`src/rtl/fw_pkg.sv`:
```
package fw_pkg;
  typedef enum logic [1:0] {
    LS_INV   = 2'd0,
    LS_EXCL  = 2'd1,
    LS_SHRD  = 2'd2,
    LS_DIRTY = 2'd3
  } line_st_e;

  typedef enum logic [1:0] {
    BOP_FILL = 2'd0,
    BOP_UPD  = 2'd1,
    BOP_WB   = 2'd2,
    BOP_NONE = 2'd3
  } bus_op_e;

  typedef enum logic [2:0] {
    C_IDLE, C_LOOK, C_WB, C_FILL, C_BCAST, C_RESP
  } ctrl_e;
endpackage

```
`src/rtl/fw_line_store.sv`:
```
module fw_line_store
  import fw_pkg::*;
#(
  parameter int LINES = 8,
  parameter int TW    = 13,
  parameter int DW    = 32,
  localparam int IW   = $clog2(LINES)
) (
  input  logic           clk,
  input  logic           rst_n,
  input  logic [IW-1:0]  lk_idx,
  output logic [TW-1:0]  lk_tag,
  output line_st_e       lk_st,
  output logic [DW-1:0]  lk_data,
  input  logic [IW-1:0]  sn_idx,
  output logic [TW-1:0]  sn_tag,
  output line_st_e       sn_st,
  output logic [DW-1:0]  sn_data,
  input  logic           lw_en,
  input  logic [IW-1:0]  lw_idx,
  input  logic [TW-1:0]  lw_tag,
  input  line_st_e       lw_st,
  input  logic [DW-1:0]  lw_data,
  input  logic           sw_en,
  input  logic [IW-1:0]  sw_idx,
  input  line_st_e       sw_st,
  input  logic           sw_data_en,
  input  logic [DW-1:0]  sw_data
);
  logic [TW-1:0] tag_q  [LINES];
  line_st_e      st_q   [LINES];
  logic [DW-1:0] data_q [LINES];

  assign lk_tag  = tag_q[lk_idx];
  assign lk_st   = st_q[lk_idx];
  assign lk_data = data_q[lk_idx];
  assign sn_tag  = tag_q[sn_idx];
  assign sn_st   = st_q[sn_idx];
  assign sn_data = data_q[sn_idx];

  always_ff @(posedge clk) begin
    if (!rst_n) begin
      for (int i = 0; i < LINES; i++) st_q[i] <= LS_INV;
    end else begin
      if (sw_en) st_q[sw_idx] <= sw_st;
      if (lw_en) st_q[lw_idx] <= lw_st;
    end
  end

  always_ff @(posedge clk) begin
    if (sw_en && sw_data_en) data_q[sw_idx] <= sw_data;
    if (lw_en) begin
      data_q[lw_idx] <= lw_data;
      tag_q[lw_idx]  <= lw_tag;
    end
  end

  AST_PORT_CLASH: assert property (@(posedge clk) disable iff (!rst_n)
    !(lw_en && sw_en && (lw_idx == sw_idx)));
endmodule

```
`src/rtl/fw_snoop_unit.sv`:
```
module fw_snoop_unit
  import fw_pkg::*;
#(
  parameter int TW = 13,
  parameter int DW = 32
) (
  input  logic          snp_valid,
  input  logic [1:0]    snp_op,
  input  logic [TW-1:0] snp_tag,
  input  logic [DW-1:0] snp_data,
  input  logic [TW-1:0] ln_tag,
  input  line_st_e      ln_st,
  input  logic [DW-1:0] ln_data,
  output logic          shared_out,
  output logic          supply_valid,
  output logic [DW-1:0] supply_data,
  output logic          sw_en,
  output line_st_e      sw_st,
  output logic          sw_data_en,
  output logic [DW-1:0] sw_data
);
  logic holds, is_fill, is_upd;

  always_comb begin
    holds        = (ln_st != LS_INV) && (ln_tag == snp_tag);
    is_fill      = (snp_op == BOP_FILL);
    is_upd       = (snp_op == BOP_UPD);
    shared_out   = snp_valid && holds && (is_fill || is_upd);
    supply_valid = shared_out && is_fill && (ln_st == LS_DIRTY);
    supply_data  = ln_data;
    sw_en        = shared_out;
    sw_st        = LS_SHRD;
    sw_data_en   = is_upd;
    sw_data      = snp_data;
  end
endmodule

```
`src/rtl/fw_update_cache.sv`:
```
module fw_update_cache
  import fw_pkg::*;
#(
  parameter int AW    = 16,
  parameter int DW    = 32,
  parameter int LINES = 8
) (
  input  logic          clk,
  input  logic          rst_n,
  input  logic          cpu_req_valid,
  output logic          cpu_req_ready,
  input  logic          cpu_req_we,
  input  logic [AW-1:0] cpu_req_addr,
  input  logic [DW-1:0] cpu_req_wdata,
  output logic          cpu_rsp_valid,
  input  logic          cpu_rsp_ready,
  output logic [DW-1:0] cpu_rsp_rdata,
  output logic          mst_valid,
  output logic [1:0]    mst_op,
  output logic [AW-1:0] mst_addr,
  output logic [DW-1:0] mst_wdata,
  input  logic          bus_gnt,
  input  logic [DW-1:0] bus_rdata,
  input  logic          shared_in,
  input  logic          snp_valid,
  input  logic [1:0]    snp_op,
  input  logic [AW-1:0] snp_addr,
  input  logic [DW-1:0] snp_data,
  output logic          shared_out,
  output logic          supply_valid,
  output logic [DW-1:0] supply_data
);
  localparam int IW = $clog2(LINES);
  localparam int TW = AW - IW;

  ctrl_e         st_q, st_d;
  logic          we_q;
  logic [AW-1:0] addr_q;
  logic [DW-1:0] wdata_q, rdata_q, rdata_d;

  logic [IW-1:0] req_idx;
  logic [TW-1:0] req_tag;
  logic [TW-1:0] lk_tag, sn_tag;
  line_st_e      lk_st, sn_st;
  logic [DW-1:0] lk_data, sn_data;

  logic          lw_en;
  logic [TW-1:0] lw_tag;
  line_st_e      lw_st;
  logic [DW-1:0] lw_data;
  logic          sw_en, sw_data_en;
  line_st_e      sw_st;
  logic [DW-1:0] sw_data;

  logic          hit, look_stall;

  assign req_idx = addr_q[IW-1:0];
  assign req_tag = addr_q[AW-1:IW];

  fw_line_store #(.LINES(LINES), .TW(TW), .DW(DW)) u_store (
    .clk(clk), .rst_n(rst_n),
    .lk_idx(req_idx), .lk_tag(lk_tag), .lk_st(lk_st), .lk_data(lk_data),
    .sn_idx(snp_addr[IW-1:0]), .sn_tag(sn_tag), .sn_st(sn_st), .sn_data(sn_data),
    .lw_en(lw_en), .lw_idx(req_idx), .lw_tag(lw_tag), .lw_st(lw_st), .lw_data(lw_data),
    .sw_en(sw_en), .sw_idx(snp_addr[IW-1:0]), .sw_st(sw_st),
    .sw_data_en(sw_data_en), .sw_data(sw_data)
  );

  fw_snoop_unit #(.TW(TW), .DW(DW)) u_snoop (
    .snp_valid(snp_valid), .snp_op(snp_op), .snp_tag(snp_addr[AW-1:IW]),
    .snp_data(snp_data),
    .ln_tag(sn_tag), .ln_st(sn_st), .ln_data(sn_data),
    .shared_out(shared_out), .supply_valid(supply_valid), .supply_data(supply_data),
    .sw_en(sw_en), .sw_st(sw_st), .sw_data_en(sw_data_en), .sw_data(sw_data)
  );

  assign hit           = (lk_st != LS_INV) && (lk_tag == req_tag);
  assign look_stall    = snp_valid && (snp_addr[IW-1:0] == req_idx);
  assign cpu_req_ready = (st_q == C_IDLE);
  assign cpu_rsp_valid = (st_q == C_RESP);
  assign cpu_rsp_rdata = rdata_q;

  always_comb begin
    st_d      = st_q;
    rdata_d   = rdata_q;
    lw_en     = 1'b0;
    lw_tag    = req_tag;
    lw_st     = lk_st;
    lw_data   = lk_data;
    mst_valid = 1'b0;
    mst_op    = BOP_FILL;
    mst_addr  = addr_q;
    mst_wdata = wdata_q;
    unique case (st_q)
      C_IDLE: if (cpu_req_valid) st_d = C_LOOK;
      C_LOOK: if (!look_stall) begin
        if (hit && !we_q) begin
          rdata_d = lk_data;
          st_d    = C_RESP;
        end else if (hit && (lk_st == LS_SHRD)) begin
          st_d = C_BCAST;
        end else if (hit) begin
          lw_en   = 1'b1;
          lw_st   = LS_DIRTY;
          lw_data = wdata_q;
          rdata_d = wdata_q;
          st_d    = C_RESP;
        end else begin
          st_d = (lk_st == LS_DIRTY) ? C_WB : C_FILL;
        end
      end
      C_WB: begin
        mst_valid = 1'b1;
        mst_op    = BOP_WB;
        mst_addr  = {lk_tag, req_idx};
        mst_wdata = lk_data;
        if (bus_gnt) begin
          lw_en  = 1'b1;
          lw_tag = lk_tag;
          lw_st  = LS_INV;
          st_d   = C_FILL;
        end
      end
      C_FILL: begin
        mst_valid = 1'b1;
        mst_op    = BOP_FILL;
        if (bus_gnt) begin
          lw_en   = 1'b1;
          lw_data = bus_rdata;
          if (!we_q) begin
            lw_st   = shared_in ? LS_SHRD : LS_EXCL;
            rdata_d = bus_rdata;
            st_d    = C_RESP;
          end else if (shared_in) begin
            lw_st = LS_SHRD;
            st_d  = C_BCAST;
          end else begin
            lw_st   = LS_DIRTY;
            lw_data = wdata_q;
            rdata_d = wdata_q;
            st_d    = C_RESP;
          end
        end
      end
      C_BCAST: begin
        mst_valid = 1'b1;
        mst_op    = BOP_UPD;
        if (bus_gnt) begin
          lw_en   = 1'b1;
          lw_data = wdata_q;
          lw_st   = shared_in ? LS_SHRD : LS_EXCL;
          rdata_d = wdata_q;
          st_d    = C_RESP;
        end
      end
      C_RESP: if (cpu_rsp_ready) st_d = C_IDLE;
      default: st_d = C_IDLE;
    endcase
  end

  always_ff @(posedge clk) begin
    if (!rst_n) begin
      st_q    <= C_IDLE;
      we_q    <= 1'b0;
      addr_q  <= '0;
      wdata_q <= '0;
      rdata_q <= '0;
    end else begin
      st_q    <= st_d;
      rdata_q <= rdata_d;
      if (cpu_req_valid && cpu_req_ready) begin
        we_q    <= cpu_req_we;
        addr_q  <= cpu_req_addr;
        wdata_q <= cpu_req_wdata;
      end
    end
  end

  AST_IDLE_NO_BUS: assert property (@(posedge clk) disable iff (!rst_n)
    cpu_req_ready |-> !mst_valid);
  AST_RSP_HOLD: assert property (@(posedge clk) disable iff (!rst_n)
    cpu_rsp_valid && !cpu_rsp_ready |=> cpu_rsp_valid && $stable(cpu_rsp_rdata) && !cpu_req_ready);
  AST_MST_HOLD: assert property (@(posedge clk) disable iff (!rst_n)
    mst_valid && !bus_gnt |=> mst_valid && $stable(mst_op) && $stable(mst_addr) && $stable(mst_wdata));
  AST_UPD_FROM_SHARED: assert property (@(posedge clk) disable iff (!rst_n)
    mst_valid && (mst_op == BOP_UPD) |-> hit && (lk_st == LS_SHRD));
  AST_WB_OTHER_ADDR: assert property (@(posedge clk) disable iff (!rst_n)
    mst_valid && (mst_op == BOP_WB) |-> (mst_addr != addr_q));
endmodule

```
`config.mk`:
```
export PLATFORM = sky130hd
export DESIGN_NAME = fw_update_cache
export DESIGN_NICKNAME = d
export VERILOG_FILES = /design/src/rtl/fw_pkg.sv /design/src/rtl/fw_line_store.sv /design/src/rtl/fw_snoop_unit.sv /design/src/rtl/fw_update_cache.sv
export SDC_FILE = /design/constraint.sdc
export NUM_CORES = 1
export LEC_CHECK = 0
export BUFFER_PORTS_ARGS = -buffer_cell sky130_fd_sc_hd__buf_2
export CORE_ASPECT_RATIO = 0.9
export CORE_MARGIN = 4
export CORE_UTILIZATION = 35
export CTS_CLUSTER_SIZE = 30
export DETAILED_ROUTE_END_ITERATION = 7
export SYNTH_ARGS = -nofsm -noshare
export SYNTH_HDL_FRONTEND = slang
export SYNTH_SLANG_ARGS = --single-unit
```
`constraint.sdc`:
```
create_clock -name clk -period 7.41 [get_ports clk]
set_input_delay 1.482 -clock clk [delete_from_list [all_inputs] [get_ports clk]]
set_output_delay 1.482 -clock clk [all_outputs]
set_load 0.01 [all_outputs]
```
==> results_dict.tcl, run 1 <==
set metrics [dict create \
    cp_slowest_cell "buf_2" \
    clk_pin_slew_ns 0.06 \
    layout.cells.most_common "edfxtp_1" \
    ctsHoldBuffers 0 \
    num-nets-final 2584 \
    area_growth_pct 15.1 \
    synthesis.area_mm2 0.0274 \
    hold_path_class "register to register" \
    max_freq_ghz 0.168 \
    post-dp-hpwl_mm 66.9 \
    drt_first_iter_violations 2735 \
    worstSetupEndpointType "output port" \
    synth_top_flop_cell "edfxtp_1" \
    timing.critical_path.arrival_ns 4.48 \
    globalRoute.totalOverflow 0 \
    max-slew-margin-rel_pct 0.107 \
    via_count 22300 \
    syn_inst 2277 \
    synth.ff_latch_count 463 \
    share_of_the_cycle_needed_by_the_critical_path_after_routing_pct 80.5 \
    count_of_final_setup_violators 0 \
    synth_sequential_area_ratio_pct 47.6 \
    yosysUniqueCellTypes 73 \
    max_cap_violations 1 \
    tritoncts "done" \
    postRouteWirelength_mm 101 \
    power.leakage_nw 10.7 \
    dieWidth_um 303 \
    placementRows 97 \
    core_mm2 0.0777 \
    pwr-share-clk_pct 34.9 \
    post_cts.repair.setup_buffers 0 \
    setup.worst_path.class "primary input to output port" \
    power_frac_comb_pct 24.3 \
    mostFrequentLayoutCells "edfxtp_1 (376), mux2_2 (286), buf_2 (256)" \
    ir_worst_vdd_mv 0.227 \
    ctsLongestPathBuffers 3 \
    place_area_mm2 0.0298 \
    finalClockSkew_ns 0.0634 \
    starting_utilization_of_the_core_area_pct 35.3 \
    mappedNetlistNets 2415 \
    power.switching_w 0.00246 \
    drc_errors 0 \
    first_pass_iters 6 \
    tightestPinTransition_ns 1.48 \
    cts_resized 0 \
    grt_pass1_wl_mm 147 \
    gr-usage-all-layers_pct 23.5 \
    clock_tree.root_cell "clkbuf_16" \
    failed_checks "max-capacitance violations" \
    layout-drive-gt1-share_pct 34.5 \
    worst_skew_pair.late_latency_ns 0.66 \
    totalNegativeSetupSlack_ns 0 \
    synth_area_per_cell_um2 12.0 \
    ys_async_sr_fraction_pct 0 \
    final_period_minus_worst_setup_slack_ns 5.96 \
    via_count_of_the_first_global_routing_pass 21400 \
    synth-edff-count 376 \
    drt-vias-per-instance 6.31 \
    p_seq_share_pct 40.8 \
    place_congestion 0.932 \
    wl_per_cell_um 28.5 \
    io-pin-count 257 \
    htree_levels 2 \
    timing.critical_path.slowest_cell_delay_ns 0.62 \
    status "complete, but fails checks" \
    worst-path-max-fanout 37 \
    startpoint_type "primary input" \
    timing_max_transition_violations_final 0 \
    cell_internal_pwr_w 0.00507 \
    path_cells "buf_2, buf_4, nor2b_1, a221oi_1, o22ai_1, xor2_1, nor4_1, nand4_1, nor4_1, buf_2" \
    power_density_mw_per_mm2 239 \
    floorplan.die_area_mm2 0.0828 \
    crit_required_ns 5.93 \
    grt_max_degree 106 \
    antenna_found_initial 13 \
    post-route-cell-area_mm2 0.0315 \
    clock_sink_count 463 \
    route.antenna.remaining_nets 0 \
    total_clock_buffers_created_by_cts 52 \
    sw_frac_of_total_pct 32.7 \
    timing_hold_violations_final 0 \
    numPortBuffers 256 \
    rsz_0062_raised_after_global_routing "false" \
    ys_warn_count 0 \
    die_ht_um 273 \
]
==> layer usage <==
| metal | GRT usage, % | part of all wire [%] | vias to the layer above |
|---|---|---|---|
| li1 | - | - | 9396 |
| met1 | 33.1 | 41 | 11200 |
| met2 | 35.8 | 44 | 1468 |
| met3 | 5.65 | 12 | 217 |
| met4 | 7.32 | 3.2 | 6 |
| met5 | 0 | 0.046 | - |
==> sequential cells by signal, summed over array words and instances, names as in the netlist, named ones only <==
signal / flops
addr_q: 16
cpu_rsp_rdata: 32
st_q: 3
u_store.data_q: 256
u_store.st_q: 16
u_store.tag_q: 104
wdata_q: 32
we_q: 1
==> critical path, delay by kind of cell <==
kind                   cells  cell delay (ns)
buffers and inverters      3             1.29
AND/OR/NAND/NOR            4             1.08
AO/OA/AOI/OAI              2             0.49
XOR/XNOR                   1             0.11
==> cell usage after synthesis, types with 47 or more instances <==
master,count,area (um2)
mux4_2,99,2230
edfxtp_1,376,11300
mux2i_1,88,881
a21boi_0,52,390
mux2_2,286,3220
nand2_1,231,867
clkbuf_1,128,480
a21oi_1,70,350
nor2_1,77,289
nand4_1,47,294
a22oi_1,139,1040
dfxtp_1,87,1740
o21ai_0,63,315
==> stage by stage <==
stage	utilization (%)	std cells	setup slack, ns	hold WS (ns)	power [W]
floorplan	-	2277	0.789	0.472	0.00421
global placement	38.3	3431	1.37	0.501	0.00488
detailed placement	38.3	3431	1.33	0.512	0.00491
CTS	40.5	3527	1.49	0.517	0.00753
global route	40.6	3530	1.11	0.551	0.00781
finish	40.6	3536	1.45	0.516	0.00754
==> power by group through the flow <==
stage / combinational, W / sequential, W / clock [W]
floorplan: 0.00115 / 0.00306 / 0
global placement: 0.00176 / 0.00312 / 0
detailed placement: 0.00179 / 0.00312 / 0
CTS: 0.00179 / 0.00307 / 0.00266
global route: 0.00195 / 0.00309 / 0.00277
finish: 0.00183 / 0.00308 / 0.00263
==> worst paths after layout <==
kind                     from                    end  slack (ns)  depth (start not counted)
hold / removal      addr_q[5]              addr_q[5]        0.52                          2
hold reg to reg     addr_q[5]              addr_q[5]        0.52                          2
setup reg to reg     register  u_store.data_q[0][13]        2.07                         11
setup / recovery  snp_addr[2]           supply_valid        1.45                         10
==> layout make-up <==
type                            count  area (um2)
Fill cell                        7295       46200
Multi-Input combinational cell   1588       13600
Sequential cell                   463       13000
Timing Repair Buffer              320        1770
Clock buffer                       60        1330
Tap cell                         1039        1300
Clock inverter                     36         393
Inverter                           21        78.8
Antenna cell                        9        22.5
==> cell families (layout without fill, tap and decap cells) <==
| family | Yosys count | after routing | synth area share [%] |
|---|---|---|---|
| buffers and inverters | 226 | 437 | 3.71 |
| XOR/XNOR | 20 | 20 | 0.640 |
| flip-flops | 463 | 463 | 47.6 |
| other | 0 | 9 | 0 |
| AND/OR/NAND/NOR | 469 | 469 | 8.08 |
| AO/OA/AOI/OAI | 615 | 615 | 16.3 |
| multiplexers | 484 | 484 | 23.7 |
(Power assumes the default switching activity.)
==> run 2: changes to the inputs <==
==> constraint.sdc (replaced) <==
create_clock -name clk -period 5.18 [get_ports clk]
set_input_delay 1.036 -clock clk [delete_from_list [all_inputs] [get_ports clk]]
set_output_delay 1.036 -clock clk [all_outputs]
set_load 0.01 [all_outputs]
==> run 2 against run 1 <==
The run now ends clean. Sequential share of layout area down 0.74 points. Cell area rose by 1.8%. First-iteration DRC count rose by 3.8%. Sequential cell count unchanged. Die area is the same. Core utilization increased by 0.74 points. Global-route usage grew 0.23 points. Critical path type is now register to output port. Critical endpoint is now mst_wdata[26].
==> results_dict.tcl, run 2 (synthesis gave the netlist of run 1 again) <==
set metrics [dict create \
    rr_worst_depth 11 \
    num-nets-final 2627 \
    tightestPinTransition_ns 1.33 \
    max_cap_violations 0 \
    worst-path-max-fanout 42 \
    path_common_cell "buf_4" \
    drt_first_iter_violations 2840 \
    first_pass_iters 6 \
    flip_flop_count_of_the_largest_register_after_layout 256 \
    crit_cells 6 \
    grt_pass1_wl_mm 148 \
    timing.critical_path.slowest_cell_delay_ns 0.68 \
    worstSetupEndpointType "output port" \
    final_period_minus_worst_setup_slack_ns 4.85 \
    io-pin-count 257 \
    drc_errors 0 \
    htree_levels 2 \
    postLayoutSetupSlackWorst_ns 0.329 \
    cts_resized 0 \
    grt_max_degree 70 \
    power_frac_comb_pct 24.5 \
    post-dp-hpwl_mm 69.3 \
    sw_frac_of_total_pct 31.7 \
    clock_tree.root_cell "clkbuf_16" \
    clock_sink_count 463 \
    core_mm2 0.0777 \
    via_count 22300 \
    clk_pin_slew_ns 0.06 \
    preCtsSetupSlack_ns 0.362 \
    status "finished, final reports clean" \
    p_seq_share_pct 39.6 \
    setup.worst_path.class "register to output port" \
    timing_hold_violations_final 0 \
    post-route-cell-area_mm2 0.0321 \
    layout-drive-gt1-share_pct 35.4 \
    dieWidth_um 303 \
    layout.cells.most_common "edfxtp_1" \
    share_of_the_cycle_needed_by_the_critical_path_after_routing_pct 93.7 \
    power.switching_w 0.00351 \
    most_flop_heavy_register "u_store.data_q" \
    total_clock_buffers_created_by_cts 53 \
    cp_slowest_cell "buf_4" \
    startpoint_type "register" \
    number_of_filler_instances_in_the_final_layout 7366 \
    placementRows 97 \
    place_congestion 0.918 \
    layout_top_registers "u_store.data_q: 256 flops, u_store.tag_q: 104 flops" \
    hold_path_class "register to register" \
    count_of_final_setup_violators 0 \
    place_area_mm2 0.0302 \
    postRouteWirelength_mm 101 \
    wl_per_cell_um 28.3 \
    ir_worst_vdd_mv 0.270 \
    tritoncts "done" \
    power_density_mw_per_mm2 345 \
    crit_required_ns 4.14 \
    hold_path_depth 2 \
    mostFrequentLayoutCells "edfxtp_1 (376), mux2_2 (286), buf_2 (256)" \
    starting_utilization_of_the_core_area_pct 35.3 \
    ctsLongestPathBuffers 3 \
    rsz_0062_raised_after_global_routing "false" \
    path_cells "buf_4, buf_4, mux4_2, mux2i_1, o21ai_0, buf_2" \
    timing_max_transition_violations_final 0 \
    post_cts.repair.setup_buffers 0 \
    pwr-share-clk_pct 35.9 \
    antenna_found_initial 19 \
    ctsHoldBuffers 0 \
    cpLargestDelayFamily "buffers and inverters" \
    globalRoute.totalOverflow 0 \
    route.antenna.remaining_nets 0 \
    drt-vias-per-instance 6.23 \
    numPortBuffers 256 \
    timing.critical_path.arrival_ns 3.82 \
    finalClockSkew_ns 0.0573 \
    critPathBufInv 3 \
    power.leakage_nw 11.1 \
    worst_skew_pair.late_latency_ns 0.66 \
    die_ht_um 273 \
    via_count_of_the_first_global_routing_pass 21400 \
    cell_internal_pwr_w 0.00756 \
    max_freq_ghz 0.206 \
    floorplan.die_area_mm2 0.0828 \
    gr-usage-all-layers_pct 23.7 \
    report.power.total_w 0.0111 \
    totalNegativeSetupSlack_ns 0 \
    area_growth_pct 17.2 \
    max-slew-margin-rel_pct 9.71 \
]
-- run 2: power by group through the flow --
stage               registers [W]  logic (W)  clock network [W]
detailed placement        0.00445    0.00266                  0
global route              0.00440    0.00290            0.00416
CTS                       0.00437    0.00267            0.00402
global placement          0.00445    0.00261                  0
finish                    0.00438    0.00272            0.00397
floorplan                 0.00438    0.00164                  0
-- run 2: final timing paths --
| path | startpoint | to | slack, ns |
|---|---|---|---|
| max | register | mst_wdata[26] | 0.33 |
| min reg2reg | addr_q[12] | addr_q[12] | 0.52 |
| max reg2reg | register | u_store.data_q[0][8] | 0.66 |
| min | addr_q[12] | addr_q[12] | 0.52 |
-- run 2: per-layer routing --
layer / track usage, % / share of wire, %
met1: 33.3 / 41
met2: 36.1 / 44
met3: 5.83 / 12
met4: 7.59 / 3.2
met5: 0 / 0.037
-- run 2: through the flow --
step           hold WS, ns  std cells  utilization [%]
6_report             0.519       3579             41.3
5_1_grt              0.546       3575             41.3
4_1_cts              0.525       3569             41.3
3_5_place_dp         0.512       3473             38.9
3_3_place_gp         0.504       3473             38.9
2_1_floorplan        0.472       2277                -
-- run 2: layout make-up --
| type | instances | area (um2) | share of cell area [%] |
|---|---|---|---|
| Multi-Input combinational cell | 1588 | 13600 | 42.3 |
| Clock inverter | 29 | 435 | 1.36 |
| Clock buffer | 67 | 1390 | 4.33 |
| Antenna cell | 10 | 25.0 | 0.0780 |
| Timing Repair Buffer | 362 | 2250 | 7.02 |
| Tap cell | 1039 | 1300 | 4.05 |
| Sequential cell | 463 | 13000 | 40.7 |
| Inverter | 21 | 78.8 | 0.246 |
-- run 2: worst min-delay path: stages (launching register included) --
cell and delay [ns]:
dfxtp_1 0.34, nand2_1 0.06, a21boi_0 0.07
